--- config.mk ---
export PLATFORM = sky130hd
export DESIGN_NAME = npc_unit
export DESIGN_NICKNAME = d
export VERILOG_FILES = /design/src/rtl/npc_pkg.sv /design/src/rtl/npc_incr.sv /design/src/rtl/npc_branch.sv /design/src/rtl/npc_jump.sv /design/src/rtl/npc_select.sv /design/src/rtl/npc_unit.sv
export SDC_FILE = /design/constraint.sdc
export NUM_CORES = 1
export LEC_CHECK = 0
export CAP_MARGIN = 20
export CORE_ASPECT_RATIO = 1.5
export CORE_MARGIN = 2
export CORE_UTILIZATION = 29
export DETAILED_ROUTE_END_ITERATION = 10
export GPL_ROUTABILITY_DRIVEN = 0
export GPL_TIMING_DRIVEN = 0
export HOLD_SLACK_MARGIN = 0.05
export MAX_ROUTING_LAYER = met4
export SYNTH_ARGS = -nofsm -noshare
export SYNTH_HDL_FRONTEND = slang
export SYNTH_SLANG_ARGS = --single-unit
--- constraint.sdc ---
create_clock -name clk -period 5.1 [get_ports clk]
set_input_delay 1.02 -clock clk [delete_from_list [all_inputs] [get_ports clk]]
set_output_delay 1.02 -clock clk [all_outputs]
set_load 0.02 [all_outputs]
--- src/rtl/npc_pkg.sv ---
package npc_pkg;
  // Which source feeds the program counter this cycle.
  typedef enum logic [1:0] {
    SRC_SEQ    = 2'd0,
    SRC_BRANCH = 2'd1,
    SRC_JUMP   = 2'd2,
    SRC_REG    = 2'd3
  } npc_src_e;
endpackage

--- src/rtl/npc_incr.sv ---
module npc_incr #(
  parameter int AW = 16
) (
  input  logic [AW-1:0] pc,
  output logic [AW-1:0] pc_plus1
);
  // Word addressing: one step per instruction, wrapping at the top.
  assign pc_plus1 = pc + AW'(1);
endmodule

--- src/rtl/npc_branch.sv ---
module npc_branch #(
  parameter int AW = 16,
  parameter int SW = 6
) (
  input  logic [AW-1:0] base,
  input  logic [SW-1:0] offset,
  input  logic          same,
  input  logic          on_eq,
  input  logic          on_ne,
  output logic          taken,
  output logic [AW-1:0] target
);
  localparam int EXT_W = AW - SW;
  logic [AW-1:0] offset_ext;

  assign offset_ext = {{EXT_W{offset[SW-1]}}, offset};
  assign target     = base + offset_ext;
  assign taken      = (on_eq & same) | (on_ne & ~same);
endmodule

--- src/rtl/npc_jump.sv ---
module npc_jump #(
  parameter int AW = 16,
  parameter int LW = 12
) (
  input  logic [AW-1:0] base,
  input  logic [LW-1:0] field,
  output logic [AW-1:0] target
);
  localparam int KEEP_W = AW - LW;
  // The upper region bits come from the already incremented counter.
  assign target = {base[AW-1 -: KEEP_W], field};
endmodule

--- src/rtl/npc_select.sv ---
module npc_select
  import npc_pkg::*;
#(
  parameter int AW = 16
) (
  input  logic          use_reg,
  input  logic          use_jump,
  input  logic          use_branch,
  input  logic [AW-1:0] seq_addr,
  input  logic [AW-1:0] branch_addr,
  input  logic [AW-1:0] jump_addr,
  input  logic [AW-1:0] reg_addr,
  output logic [AW-1:0] chosen
);
  npc_src_e src;

  always_comb begin
    if (use_reg)         src = SRC_REG;
    else if (use_jump)   src = SRC_JUMP;
    else if (use_branch) src = SRC_BRANCH;
    else                 src = SRC_SEQ;
  end

  always_comb begin
    case (src)
      SRC_REG:    chosen = reg_addr;
      SRC_JUMP:   chosen = jump_addr;
      SRC_BRANCH: chosen = branch_addr;
      default:    chosen = seq_addr;
    endcase
  end
endmodule

--- src/rtl/npc_unit.sv ---
module npc_unit #(
  parameter int AW = 16,
  parameter int SW = 6,
  parameter int LW = 12
) (
  input  logic          clk,
  input  logic          rst,
  input  logic [SW-1:0] imm_short,
  input  logic [LW-1:0] imm_long,
  input  logic [AW-1:0] rs_val,
  input  logic          regs_equal,
  input  logic          br_eq,
  input  logic          br_ne,
  input  logic          jmp,
  input  logic          jmp_reg,
  output logic [AW-1:0] pc_q,
  output logic [AW-1:0] next_pc,
  output logic [AW-1:0] link_pc
);
  logic [AW-1:0] br_target;
  logic [AW-1:0] jp_target;
  logic          br_taken;

  npc_incr #(.AW(AW)) u_incr (
    .pc       (pc_q),
    .pc_plus1 (link_pc)
  );

  npc_branch #(.AW(AW), .SW(SW)) u_branch (
    .base   (link_pc),
    .offset (imm_short),
    .same   (regs_equal),
    .on_eq  (br_eq),
    .on_ne  (br_ne),
    .taken  (br_taken),
    .target (br_target)
  );

  npc_jump #(.AW(AW), .LW(LW)) u_jump (
    .base   (link_pc),
    .field  (imm_long),
    .target (jp_target)
  );

  npc_select #(.AW(AW)) u_select (
    .use_reg     (jmp_reg),
    .use_jump    (jmp),
    .use_branch  (br_taken),
    .seq_addr    (link_pc),
    .branch_addr (br_target),
    .jump_addr   (jp_target),
    .reg_addr    (rs_val),
    .chosen      (next_pc)
  );

  always_ff @(posedge clk) begin
    if (rst) pc_q <= '0;
    else     pc_q <= next_pc;
  end
endmodule

==> run summary, run 1 <==
======================================================================================================
Hold-fix buffers at CTS                                                                              0
Worst-margin pin slew                                                                           709 ps
Crit. End Element                                                                         primary output
Required @ worst endpoint                                                                      4080 ps
Worst clock skew on the final layout                                                           4.06 ps
Die Span X                                                                                     71.4 um
Critical path peak fanout                                                                           15
Max_slew headroom                                                                                52.8%
Share of final-layout standard cells stronger than drive strength 1                              6.87%
Post-synth EDFFs                                                                                     0
Sequential area share after synthesis                                                            16.2%
Initial Utilization                                                                              30.3%
Peak clock frequency supported by timing                                                       200 MHz
Minimum period implied by the final worst setup slack                                          4990 ps
Highest-count cells in the layout ignoring fill and taps                                  clkdlybuf4s50_1, a21oi_1, nand2_1, nor2_1, ha_1
First-pass GRT wire length                                                                    12000 um
Maximum number of pins on one net before global-route repair                                        16
Total negative slack                                                                              0 ps
Result of the run                                                                         finished clean
Layout Utilization                                                                               47.7%
Via count                                                                                         2447
Cell taking the most area after synthesis                                                      dfxtp_1
Num rows                                                                                            36
Post-synthesis register bit count                                                                   16
Number of top-level design ports                                                                    89
Total DRC errors in the routed layout                                                                0
Area fraction of the dominant cell type after synthesis                                          16.2%
Largest delay contributor family on the critical path                                     buffers and inverters
RSZ-0062 raised after global routing                                                              true
Growth of design area from synthesis to finish                                                   57.6%
Antenna Violating Nets Remaining                                                                     0
Post-detailed-route wirelength per cell                                                        17.4 um
Share of flip-flops with an asynchronous set or reset                                               0%
First DRT Iteration DRCs                                                                           219
Largest reg by FF count                                                                           pc_q
Period utilisation layout                                                                        97.9%
Clock buffers created by TritonCTS                                                                   3
TritonCTS clock tree                                                                               yes
Number of antenna cells inserted                                                                     0
Worst IR drop on VDD                                                                            124 uV
# nets final                                                                                       428
Top flop regs                                                                                 pc_q x16
Warning count from the yosys run                                                                     0
Router iterations before antenna repair                                                              6
Worst-case register-to-register setup slack                                                    1720 ps
Largest register FFs                                                                                16
Via count of the first global-routing pass                                                        2355
Final Setup Violations                                                                               0
Most frequent standard cell in the layout excluding fill and tap cells                    clkdlybuf4s50_1
Data arrival time at the worst-slack endpoint                                                  3970 ps
Sequential standard cell area                                                                322 sq um
Later-pin clock latency in the skew report                                                      250 ps
Synthesized area divided by synthesized cell count                                          7.33 sq um
Initial antenna violation count                                                                      0
Distinct cells, synth                                                                               47
Grt total ovfl                                                                                       0
Startpoint class of the critical path                                                       input port
Worst-path cell chain                                                                     dlygate4sd2_1 > ha_1 > o211ai_1 > a21oi_2 > o41a_1 > xor2_1 > a221oi_1 > a21oi_1 > clkdlybuf4s50_1
Most common flop cell mapped by yosys                                                          dfxtp_1
Floorplan core area                                                                         6530 sq um
Hold Vio Cnt, Final                                                                                  0
Buffer depth of the longest clock path                                                               2
Largest cells by area after synthesis                                                     dfxtp_1, ha_1, a21oi_1
Leakage power summed over all cells                                                         0.00126 uW
Buffer and inverter count on the worst path                                                          2
Floorplan die area                                                                          7510 sq um
Clock transition at the register clock pins on the worst setup and hold paths after CTS          60 ps
Gate count of the mapped netlist                                                                   270
PortBufs                                                                                            88
Class of the worst hold path                                                              flop to flop
PD cells                                                                                   205 nW/um^2
Fill cell instance count of the final layout                                                       660
Overall fraction of global-route tracks in use                                                   20.9%
Total Wirelength                                                                               7660 um
Area of combinational cells with multiple inputs                                            1660 sq um
Cell with the largest stage delay on the worst path                                       dlygate4sd2_1
Post-Syn Area                                                                               1980 sq um
Worst setup timing slack at the placement stage                                                -358 ps
MaxCap Viol Count                                                                                    0
Worst Setup Path Type                                                                     input port to primary output
Chip Height                                                                                     105 um
Library cell used as clock root buffer                                                        clkbuf_8
Num Clock Sinks                                                                                     16
Post-detail-place hpwl                                                                         6210 um
Vias per std cell                                                                                 5.56
Count of final max-slew check failures                                                               0
Crit path largest cell delay                                                                    660 ps
Htree depth                                                                                          1
Net count after synthesis                                                                          332
Final WS setup                                                                                  108 ps
======================================================================================================
## path summary, 6_finish.rpt
kind | startpoint | end | cells after the start
max | imm_short[5] | next_pc[8] | 9
min | pc_q[0]$_SDFF_PP0_ | pc_q[0]$_SDFF_PP0_ | 2
max reg2reg | pc_q[2]$_SDFF_PP0_ | pc_q[15]$_SDFF_PP0_ | 11
min reg2reg | pc_q[0]$_SDFF_PP0_ | pc_q[0]$_SDFF_PP0_ | 2
## worst reg2reg max path: stages, from the launching register on
cell	delay, ps
dfxtp_1	420
nand3_2	160
or4_2	720
nor2_1	200
xor2_2	260
ha_1	340
nand2_1	170
o21ai_0	110
a21oi_1	220
o41ai_4	140
a222oi_1	390
a21oi_1	120
## metal layers
| metal | wire [um] | global-route usage [%] | vias to the layer above |
|---|---|---|---|
| met4 | 260 | 6.20 | 0 |
| met3 | 468 | 3.38 | 13 |
| met1 | 3090 | 24.3 | 1130 |
| met2 | 3840 | 36.2 | 103 |
| met5 | 0 | - | - |
| li1 | - | - | 1201 |
## metrics by stage
step	instances	power [uW]	hold slack (ps)	instance area, sq um
6_report	440	640	722	3120
5_1_grt	440	682	762	3120
4_1_cts	439	636	759	3030
3_5_place_dp	434	529	740	2950
3_3_place_gp	434	529	731	2950
2_1_floorplan	270	366	766	1980
## cells in the mapped netlist (2+ instances only)
| library cell | count |
|---|---|
| and3_1 | 2 |
| nand3_1 | 9 |
| o21ai_0 | 14 |
| o221ai_1 | 2 |
| and2_1 | 6 |
| a311oi_1 | 2 |
| and4_1 | 2 |
| xor2_1 | 9 |
| a22oi_1 | 2 |
| a21oi_1 | 27 |
| a222oi_1 | 5 |
| nor4_1 | 3 |
| a31oi_1 | 4 |
| nand2_1 | 25 |
| o211ai_1 | 3 |
| a221oi_1 | 2 |
| xnor2_1 | 12 |
| mux2i_1 | 5 |
| a21o_1 | 3 |
| a211oi_1 | 8 |
| clkbuf_1 | 10 |
| nor2_1 | 23 |
| a221o_1 | 3 |
| dfxtp_1 | 16 |
| nand2b_1 | 6 |
| nand4_1 | 5 |
| ha_1 | 20 |
| nor2b_1 | 3 |
| o21a_1 | 2 |
| or3_1 | 2 |
| inv_1 | 12 |
| nor3_1 | 8 |
## cell type report
cell class,instances,share of cell area (%)
plain buffers,10,1.24
inverters,12,1.45
repair buffers,92,29.4
clock buffers,3,1.32
flip-flops and latches,16,10.3
multi-input cells,231,53.2
well taps,76,3.05
## cells by family after synthesis
kind of cell	synth area share (%)
multiplexers	2.53
adder cells (fa/ha/maj)	13.7
buffers and inverters	4.36
XOR/XNOR	9.30
AND/OR/NAND/NOR	25.6
flip-flops	16.2
AO/OA/AOI/OAI	28.4
## power by group
part	total (uW)	switching, uW	leakage (uW)	internal, uW
clock network	95.7	43.2	0.0000216	52.5
logic	391	211	0.00111	180
registers	153	16.2	0.000133	137
## timing repair
item / CTS / global route
endpoints found under the setup margin: 5 / 6
cloned: 0 / 0
gates resized for setup: 6 / 15
pin swaps: 1 / 1
setup buffers: 3 / 1
No activity file was read; power rests on OpenSTA's default activity.
==> inputs of run 2 (changes only) <==
--- a/config.mk
+++ b/config.mk
@@ -5,6 +5,7 @@
 export SDC_FILE = /design/constraint.sdc
 export NUM_CORES = 1
 export LEC_CHECK = 0
+export ABC_AREA = 0
 export CAP_MARGIN = 20
 export CORE_ASPECT_RATIO = 1.5
 export CORE_MARGIN = 2
==> results of run 2 <==
The final DEF is identical to that of run 1; final timing and power are the same.
